### config.mk
export PLATFORM = sky130hd
export DESIGN_NAME = kbcf_fastgate
export DESIGN_NICKNAME = d
export VERILOG_FILES = /design/src/rtl/kbcf_pkg.sv /design/src/rtl/kbcf_cmd.sv /design/src/rtl/kbcf_rst_gen.sv /design/src/rtl/kbcf_outmux.sv /design/src/rtl/kbcf_fastgate.sv
export SDC_FILE = /design/constraint.sdc
export NUM_CORES = 1
export LEC_CHECK = 0
export ABC_AREA = 1
export ABC_CLOCK_PERIOD_IN_PS = 4200
export CELL_PAD_IN_SITES_DETAIL_PLACEMENT = 1
export CELL_PAD_IN_SITES_GLOBAL_PLACEMENT = 1
export CORE_MARGIN = 4
export CORE_UTILIZATION = 30
export CTS_CLUSTER_DIAMETER = 120
export DETAILED_ROUTE_END_ITERATION = 16
export PLACE_DENSITY_LB_ADDON = 0.15
export SLEW_MARGIN = 20
export SYNTH_ARGS = -nofsm -noshare
export SYNTH_HDL_FRONTEND = slang
export SYNTH_SLANG_ARGS = --single-unit
### constraint.sdc
create_clock -name clk -period 4.2 [get_ports clk]
set_input_delay 0.84 -clock clk [delete_from_list [all_inputs] [get_ports clk]]
set_output_delay 0.84 -clock clk [all_outputs]
set_load 0.01 [all_outputs]
### src/rtl/kbcf_pkg.sv
package kbcf_pkg;
   localparam logic [7:0] CMD_ARM_A20 = 8'hD1;
   localparam logic [7:0] CMD_PULSE   = 8'hFE;

   typedef struct packed {
      logic now;   // start the pulse on the next edge
      logic late;  // start the pulse after the delay window
   } rst_req_t;
endpackage

### src/rtl/kbcf_cmd.sv
module kbcf_cmd
   import kbcf_pkg::*;
#(
   parameter int ADDR_W    = 16,
   parameter int DATA_PORT = 'h60,
   parameter int CMD_PORT  = 'h64
) (
   input  logic              clk,
   input  logic              rst_n,
   input  logic              fast_en,
   input  logic [ADDR_W-1:0] io_addr,
   input  logic [7:0]        io_wdata,
   input  logic              io_wr,
   output logic              a20_q,
   output logic              arm_q,
   output logic              pulse_cmd
);
   localparam logic [ADDR_W-1:0] DPORT = ADDR_W'(DATA_PORT);
   localparam logic [ADDR_W-1:0] CPORT = ADDR_W'(CMD_PORT);

   logic wr_cmd, wr_dat;

   assign wr_cmd    = fast_en & io_wr & (io_addr == CPORT);
   assign wr_dat    = fast_en & io_wr & (io_addr == DPORT);
   assign pulse_cmd = wr_cmd & (io_wdata == CMD_PULSE);

   always_ff @(posedge clk or negedge rst_n) begin
      if (!rst_n) begin
         a20_q <= 1'b1;
         arm_q <= 1'b0;
      end else if (!fast_en) begin
         arm_q <= 1'b0;
      end else if (wr_cmd) begin
         arm_q <= (io_wdata == CMD_ARM_A20);
      end else if (wr_dat) begin
         if (arm_q) a20_q <= io_wdata[1];
         arm_q <= 1'b0;
      end
   end
endmodule

### src/rtl/kbcf_rst_gen.sv
module kbcf_rst_gen
   import kbcf_pkg::*;
#(
   parameter int DLY_CYC   = 500,
   parameter int PULSE_CYC = 16
) (
   input  logic     clk,
   input  logic     rst_n,
   input  rst_req_t req,
   output logic     pulse,
   output logic     pend
);
   localparam int DW = $clog2(DLY_CYC + 1);
   localparam int PW = $clog2(PULSE_CYC + 1);

   logic [DW-1:0] dly_cnt;
   logic          start, pulse_done;

   assign start = !pulse && (req.now || (pend && dly_cnt == '0));

   always_ff @(posedge clk or negedge rst_n) begin
      if (!rst_n) begin
         pend    <= 1'b0;
         dly_cnt <= '0;
      end else if (pulse) begin
         pend <= 1'b0;
      end else if (start) begin
         pend <= 1'b0;
      end else if (pend) begin
         dly_cnt <= dly_cnt - 1'b1;
      end else if (req.late) begin
         pend    <= 1'b1;
         dly_cnt <= DW'(DLY_CYC - 1);
      end
   end

   generate
      if (PULSE_CYC == 1) begin : g_single
         assign pulse_done = 1'b1;
      end else begin : g_count
         logic [PW-1:0] p_cnt;
         always_ff @(posedge clk or negedge rst_n) begin
            if (!rst_n)     p_cnt <= '0;
            else if (start) p_cnt <= PW'(PULSE_CYC - 1);
            else if (pulse) p_cnt <= p_cnt - 1'b1;
         end
         assign pulse_done = (p_cnt == '0);
      end
   endgenerate

   always_ff @(posedge clk or negedge rst_n) begin
      if (!rst_n)                   pulse <= 1'b0;
      else if (start)               pulse <= 1'b1;
      else if (pulse && pulse_done) pulse <= 1'b0;
   end
endmodule

### src/rtl/kbcf_outmux.sv
module kbcf_outmux #(
   parameter int ADDR_W    = 16,
   parameter int DATA_PORT = 'h60
) (
   input  logic              rst_n,
   input  logic              fast_en,
   input  logic [ADDR_W-1:0] io_addr,
   input  logic              io_rd,
   input  logic              a20_q,
   input  logic              rst_busy,
   input  logic              rst_pulse,
   input  logic              ext_a20,
   input  logic              ext_rst,
   output logic [7:0]        io_rdata,
   output logic              io_rvalid,
   output logic              warm_rst,
   output logic              a20_mask
);
   localparam logic [ADDR_W-1:0] DPORT = ADDR_W'(DATA_PORT);

   always_comb begin
      io_rvalid = fast_en & io_rd & (io_addr == DPORT);
      io_rdata  = io_rvalid ? {6'b0, a20_q, rst_busy} : 8'h00;
      warm_rst  = rst_pulse | (!fast_en & ext_rst);
      a20_mask  = !rst_n | (ext_a20 & (a20_q | !fast_en));
   end
endmodule

### src/rtl/kbcf_fastgate.sv
module kbcf_fastgate
   import kbcf_pkg::*;
#(
   parameter int ADDR_W    = 16,
   parameter int DATA_PORT = 'h60,
   parameter int CMD_PORT  = 'h64,
   parameter int CLK_MHZ   = 250,
   parameter int PULSE_CYC = 16
) (
   input  logic              clk,
   input  logic              rst_n,
   input  logic              fast_en,
   input  logic              dly_imm,
   input  logic              soft_rst_en,
   input  logic              halt_cyc,
   input  logic [ADDR_W-1:0] io_addr,
   input  logic [7:0]        io_wdata,
   input  logic              io_wr,
   input  logic              io_rd,
   output logic [7:0]        io_rdata,
   output logic              io_rvalid,
   input  logic              ext_a20,
   input  logic              ext_rst,
   output logic              a20_gate,
   output logic              warm_rst,
   output logic              a20_mask
);
   localparam int DLY_CYC = 2 * CLK_MHZ;

   if (CLK_MHZ < 1)   begin : g_bad_clk   $error("CLK_MHZ must be at least 1"); end
   if (PULSE_CYC < 1) begin : g_bad_pulse $error("PULSE_CYC must be at least 1"); end
   if (ADDR_W < 8)    begin : g_bad_addr  $error("ADDR_W must hold port 64h"); end
   if (DATA_PORT == CMD_PORT) begin : g_bad_port $error("ports must differ"); end

   logic     a20_q, arm_q, pulse_cmd, rst_pulse, rst_pend;
   rst_req_t req;

   kbcf_cmd #(.ADDR_W(ADDR_W), .DATA_PORT(DATA_PORT), .CMD_PORT(CMD_PORT)) u_cmd (
      .clk(clk), .rst_n(rst_n), .fast_en(fast_en), .io_addr(io_addr),
      .io_wdata(io_wdata), .io_wr(io_wr), .a20_q(a20_q), .arm_q(arm_q),
      .pulse_cmd(pulse_cmd)
   );

   always_comb begin
      req.now  = (pulse_cmd & dly_imm) | (halt_cyc & soft_rst_en);
      req.late = pulse_cmd & !dly_imm;
   end

   kbcf_rst_gen #(.DLY_CYC(DLY_CYC), .PULSE_CYC(PULSE_CYC)) u_rst (
      .clk(clk), .rst_n(rst_n), .req(req), .pulse(rst_pulse), .pend(rst_pend)
   );

   kbcf_outmux #(.ADDR_W(ADDR_W), .DATA_PORT(DATA_PORT)) u_out (
      .rst_n(rst_n), .fast_en(fast_en), .io_addr(io_addr), .io_rd(io_rd),
      .a20_q(a20_q), .rst_busy(rst_pend | rst_pulse), .rst_pulse(rst_pulse),
      .ext_a20(ext_a20), .ext_rst(ext_rst), .io_rdata(io_rdata),
      .io_rvalid(io_rvalid), .warm_rst(warm_rst), .a20_mask(a20_mask)
   );

   assign a20_gate = a20_q;
endmodule

==> results.json, run 1 <==
{
  "area_growth_pct": 37.5,
  "nNetsFinal": 260,
  "setup.worst_path.start": "fast_en",
  "cts_resized": 0,
  "hp-class": "reg2reg",
  "p_switching_uw": 159,
  "slew_violations": 0,
  "yosys-top-cells-area": "dfrtp_1, nand2_1, inv_1",
  "fillers": 513,
  "post-cts-setup-buffer-count": 0,
  "syn-cell-area_sq_um": 1260,
  "path_clk_slew_ns": 0.06,
  "routed_wl_um": 3530,
  "rows": 23,
  "clockBufferDepth": 2,
  "p_seq_share_pct": 45.5,
  "yosys.area.top_type": "dfrtp_1",
  "diodes": 0,
  "clock_skew_ns": 0.00634,
  "stdcell_area_sq_um": 1740,
  "synth_edf_count": 0,
  "clock_latency_ns": 0.25,
  "grt_start_max_net_pins": 20,
  "detail_route.iter0.violations": 24,
  "crit_type": "in2out",
  "yosysSeqAreaShare_pct": 35.7,
  "fin_setup_tns_ns": 0,
  "overflow": 0,
  "synth-seq-cells": 18,
  "maxCapViolCount": 0,
  "cp_max_fo": 4,
  "worst_setup_path_start_kind": "input port",
  "min-delay-start": "u_rst.dly_cnt[8]$_DFFE_PN0P_",
  "p_leak_nw": 0.871,
  "drive_gt1_share_pct": 8.14,
  "ir_worst_vdd_mv": 0.0899,
  "ios": 46,
  "cp_data_required_time_ns": 3.36,
  "slowest_delay_ns": 0.55,
  "ys_types": 29,
  "postLayoutCoreUtil_pct": 43.2,
  "cp-end-kind": "primary output",
  "swShare_pct": 31.8,
  "vias_per_cell": 4.77,
  "path_cells": "clkdlybuf4s50_1 > nand3_1 > nor3_1 > nand3_1 > a21oi_1 > clkdlybuf4s50_1",
  "place_hpwl_um": 3040,
  "synth_common_cells": "nand2_1, inv_1, nor2_1, dfrtp_1, nand3_1",
  "clock_sinks": 18,
  "r2r_setup_slack_ns": 2.61,
  "fp.dieW_um": 72.9,
  "synth_flop_cell": "dfrtp_1",
  "comb_power_share_pct": 30.0,
  "die_h_um": 72.9,
  "rsz0062_at_grt": "false",
  "finalSetupViolations": 0,
  "finalPower_uw": 500,
  "cts-hold-fix-buffers": 0,
  "post-route-drc-count": 0,
  "fin_crit_sh_pct": 85.8,
  "vias": 1293,
  "ant_nets": 0,
  "cp_top_family": "buffers and inverters",
  "hold_viol_final": 0,
  "clockRootBuffer": "clkbuf_8",
  "fp.coreArea_sq_um": 4030,
  "arrival_ns": 2.76,
  "r2r_start": "u_rst.dly_cnt[1]$_DFFE_PN0P_",
  "yosys.area.top_type_share_pct": 33.6,
  "numPortBuffers": 39,
  "dieArea_sq_um": 5320,
  "initial_core_util_pct": 31.4,
  "grt_antenna_before_repair": 0,
  "grt_first_pass_wirelength_um": 6110,
  "place_congestion": 0.806,
  "p_int_uw": 341,
  "syn_area_per_cell_sq_um": 7.07,
  "wl_per_cell_um": 13.0,
  "fin_crit_ns": 3.60,
  "ys_warn_count": 0,
  "cp_num_buf_inv": 2,
  "htreeDepth": 1,
  "power_frac_clock_pct": 24.5,
  "post-synth-top-count-cell": "nand2_1",
  "cts_tree": "done",
  "cts_inserted_buffers": 3,
  "status": "finished, final reports clean",
  "ys_async_sr_fraction_pct": 100,
  "netlist_instances": 179,
  "post_dp_cell_area_sq_um": 1690,
  "drt_pass1_iterations": 4,
  "grt_pass1_vias": 1470,
  "p_per_area_nw_per_um2": 288,
  "grtUsageTotal_pct": 14.4,
  "cpMaxStageDelayCell": "clkdlybuf4s50_1",
  "fmax_mhz": 277
}
worst min-delay path, cell delays in order, from the launching register on:
cell	delay, ns
dfrtp_1	0.35
nand2_1	0.06
nand2_1	0.05
cells in the final DEF (no fill, tap or decap), drive strengths merged:
cell type	netlist	final
o21a	1	1
inv	24	24
o31ai	2	2
xnor2	1	1
clkbuf	0	4
nand2	54	54
nand4	7	7
nor3	1	1
a21oi	8	8
nand3	15	15
nand3b	2	2
dfstp	1	1
nor2	25	25
conb	1	6
o21ai	6	6
dfrtp	17	17
clkdlybuf4s50	0	39
or2	2	2
buf	7	1
and3	1	1
ha	4	4
worst paths after layout:
kind                       depth (start not counted)                                 end
min reg2reg                                        2        u_rst.dly_cnt[8]$_DFFE_PN0P_
min                                                2        u_rst.dly_cnt[8]$_DFFE_PN0P_
min in group asynchronous                          2  u_rst.g_count.p_cnt[0]$_DFFE_PN0P_
max                                                6                         io_rdata[0]
max reg2reg                                       10        u_rst.dly_cnt[8]$_DFFE_PN0P_
max in group asynchronous                          2             u_cmd.a20_q$_DFFE_PN1P_
kinds of logic after synthesis:
group	Yosys count	synth area share, %
and+or+nand+nor	107	40.9
xor gates and xnor gates	1	0.693
buffers and inverters	31	11.1
DFF	18	35.7
other	1	0.296
AOI/OAI and AO/OA	17	7.32
adders and majority gates	4	3.96
registers in the layout, indices dropped and copies added, names as in the netlist:
name                 count
u_cmd.a20_q              1
u_rst.pend               1
u_rst.pulse              1
u_rst.g_count.p_cnt      5
u_cmd.arm_q              1
u_rst.dly_cnt            9
power groups by stage:
stage	Clock (mW)	Sequential (mW)	Combinational, mW
detailed placement	0	0.231	0.152
floorplan	0	0.223	0.0931
finish	0.123	0.228	0.150
global placement	0	0.229	0.142
global route	0.139	0.232	0.174
CTS	0.129	0.228	0.153
stage by stage:
step,hold slack (ns),worst slack [ns],instances
4_1_cts,0.496,0.596,271
2_1_floorplan,0.442,1.69,184
3_3_place_gp,0.460,0.717,267
5_1_grt,0.523,0.482,271
6_report,0.489,0.596,271
3_5_place_dp,0.480,0.597,267
layer usage:
metal,routed length (um),global-route usage (%)
met5,0,0
met4,120,6.97
met3,126,1.93
met2,1860,26.6
met1,1420,16.1
layout make-up:
class | instances | area (sq um) | share of cell area, %
Tap cell | 50 | 62.6 | 3.60
Timing Repair Buffer | 40 | 398 | 22.9
Multi-Input combinational cell | 135 | 692 | 39.8
Clock buffer | 4 | 45.0 | 2.59
Inverter | 24 | 90.1 | 5.18
Sequential cell | 18 | 452 | 26.0
No activity file was read; power rests on OpenSTA's default activity.
==> run 2: changes to the inputs <==
--- a/config.mk
+++ b/config.mk
@@ -6,14 +6,16 @@
 export NUM_CORES = 1
 export LEC_CHECK = 0
 export ABC_AREA = 1
-export ABC_CLOCK_PERIOD_IN_PS = 4200
+export ABC_CLOCK_PERIOD_IN_PS = 3570
 export CELL_PAD_IN_SITES_DETAIL_PLACEMENT = 1
 export CELL_PAD_IN_SITES_GLOBAL_PLACEMENT = 1
 export CORE_MARGIN = 4
 export CORE_UTILIZATION = 30
 export CTS_CLUSTER_DIAMETER = 120
+export CTS_CLUSTER_SIZE = 25
 export DETAILED_ROUTE_END_ITERATION = 16
 export PLACE_DENSITY_LB_ADDON = 0.15
+export SETUP_SLACK_MARGIN = 0.15
 export SLEW_MARGIN = 20
 export SYNTH_ARGS = -nofsm -noshare
 export SYNTH_HDL_FRONTEND = slang
==> constraint.sdc (replaced) <==
create_clock -name clk -period 3.57 [get_ports clk]
set_input_delay 0.714 -clock clk [delete_from_list [all_inputs] [get_ports clk]]
set_output_delay 0.714 -clock clk [all_outputs]
set_load 0.01 [all_outputs]
==> results.json, run 2 (synthesis gave the netlist of run 1 again) <==
{
  "cp_data_required_time_ns": 2.86,
  "swShare_pct": 31.9,
  "holdPathStages": 2,
  "grt_first_pass_wirelength_um": 6240,
  "die_h_um": 72.9,
  "p_int_uw": 420,
  "ir_worst_vdd_mv": 0.125,
  "fmax_mhz": 306,
  "wl_per_cell_um": 13.3,
  "fp.coreArea_sq_um": 4030,
  "initial_core_util_pct": 31.4,
  "p_switching_uw": 197,
  "postLayoutCoreUtil_pct": 43.7,
  "final_common_cell": "nand2_1",
  "overflow": 0,
  "diodes": 0,
  "post-cts-setup-buffer-count": 0,
  "final_cell_mix": "nand2_1, clkdlybuf4s50_1, inv_1",
  "dieArea_sq_um": 5320,
  "routed_wl_um": 3600,
  "cts_inserted_buffers": 3,
  "largest_reg_flops": 9,
  "comb_power_share_pct": 28.6,
  "top_register": "u_rst.dly_cnt",
  "reg_top3": "u_rst.dly_cnt: 9 flops, u_rst.g_count.p_cnt: 5 flops",
  "p_seq_share_pct": 43.4,
  "grt_antenna_before_repair": 0,
  "layout.cells.non_filler": 271,
  "clock_latency_ns": 0.26,
  "place_inst": 267,
  "grtUsageTotal_pct": 15.1,
  "maxCapViolCount": 0,
  "clockRootBuffer": "clkbuf_8",
  "fin_crit_sh_pct": 91.5,
  "cts-hold-fix-buffers": 0,
  "cp_top_family": "buffers and inverters",
  "area_growth_pct": 39.2,
  "arrival_ns": 2.55,
  "cp.depth": 6,
  "fin_worst_hold_slack_ns": 0.482,
  "ant_nets": 0,
  "ios": 46,
  "cp_num_buf_inv": 2,
  "r2r_setup_slack_ns": 2.01,
  "vias_per_cell": 4.76,
  "hold_viol_final": 0,
  "cts_tree": "done",
  "slowest_delay_ns": 0.55,
  "rows": 23,
  "fp.dieW_um": 72.9,
  "slew_violations": 0,
  "htreeDepth": 1,
  "status": "finished, final reports clean",
  "drt_pass1_iterations": 4,
  "grt_pass1_vias": 1430,
  "grt_start_max_net_pins": 19,
  "cp-end-kind": "primary output",
  "drive_gt1_share_pct": 9.05,
  "crit_type": "in2out",
  "path_clk_slew_ns": 0.07,
  "fin_crit_ns": 3.27,
  "vias": 1290,
  "worstRegToRegCells": 9,
  "place_hpwl_um": 3030,
  "finalSetupViolations": 0,
  "numPortBuffers": 39,
  "cp_max_fo": 4,
  "post-route-drc-count": 0,
  "worst_setup_path_start_kind": "input port",
  "path_cells": "clkdlybuf4s50_1 > nand3_1 > nor3_4 > nand3_1 > a21oi_1 > clkdlybuf4s50_1",
  "clock_skew_ns": 0.00929,
  "power_frac_clock_pct": 28.0,
  "clockBufferDepth": 2,
  "clock_sinks": 18,
  "cpMaxStageDelayCell": "clkdlybuf4s50_1",
  "fin_setup_tns_ns": 0,
  "finalPower_uw": 618,
  "place_congestion": 0.781,
  "hp-class": "reg2reg",
  "rsz0062_at_grt": "false",
  "p_leak_nw": 0.885,
  "nNetsFinal": 260,
  "detail_route.iter0.violations": 43,
  "p_per_area_nw_per_um2": 351
}
[run 2: changes by cell type in the layout (fill, tap and decap cells not counted)]
cell	change
nor3_1	-1
nor3_4	+1
clkbuf_8	+1
clkbuf_1	-1
[run 2: worst min-delay path, stage by stage, from the launching register on]
cell and delay [ns]:
dfrtp_1 0.35, nand2_1 0.05, nand2_1 0.05
[run 2: path summary, 6_finish.rpt]
check | from | endpoint
setup / recovery | fast_en | io_rdata[0]
hold / removal | u_rst.dly_cnt[1]$_DFFE_PN0P_ | u_rst.dly_cnt[1]$_DFFE_PN0P_
setup reg to reg | u_rst.dly_cnt[0]$_DFFE_PN0P_ | u_rst.dly_cnt[3]$_DFFE_PN0P_
hold reg to reg | u_rst.dly_cnt[1]$_DFFE_PN0P_ | u_rst.dly_cnt[1]$_DFFE_PN0P_
max in group asynchronous | rst_n | u_cmd.a20_q$_DFFE_PN1P_
min in group asynchronous | rst_n | u_rst.dly_cnt[7]$_DFFE_PN0P_
[run 2: cell type report]
class	count	area, sq um
fillers	518	2270
clock buffers	4	55.1
repair buffers	40	398
multi-input cells	135	703
well taps	50	62.6
flip-flops and latches	18	452
inverters	24	90.1
[run 2: metrics by stage]
step,cell area (sq um),setup WS [ns]
after global routing,1760,0.149
after global placement,1690,0.340
after detailed placement,1690,0.166
after CTS,1750,0.168
after floorplan,1280,1.31
final,1760,0.305
[run 2: repair_timing]
item / 4_1_cts / 5_1_grt
resized for setup: 0 / 2
endpoints found under the setup margin: 0 / 3
endpoints found under the hold margin: 0 / 0
[run 2: layer usage]
metal	vias up	GRT usage [%]	share of wire (%)
met1	612	16.9	42
met4	0	6.76	2.5
li1	638	-	-
met5	-	0	0
met2	33	27.9	51
met3	7	2.20	4.6
[run 2: power groups by stage]
stage	registers (mW)	clock network (mW)	logic (mW)
3_3_place_gp	0.268	0	0.167
5_1_grt	0.272	0.186	0.202
2_1_floorplan	0.262	0	0.110
3_5_place_dp	0.271	0	0.180
6_report	0.268	0.173	0.177
4_1_cts	0.268	0.180	0.180
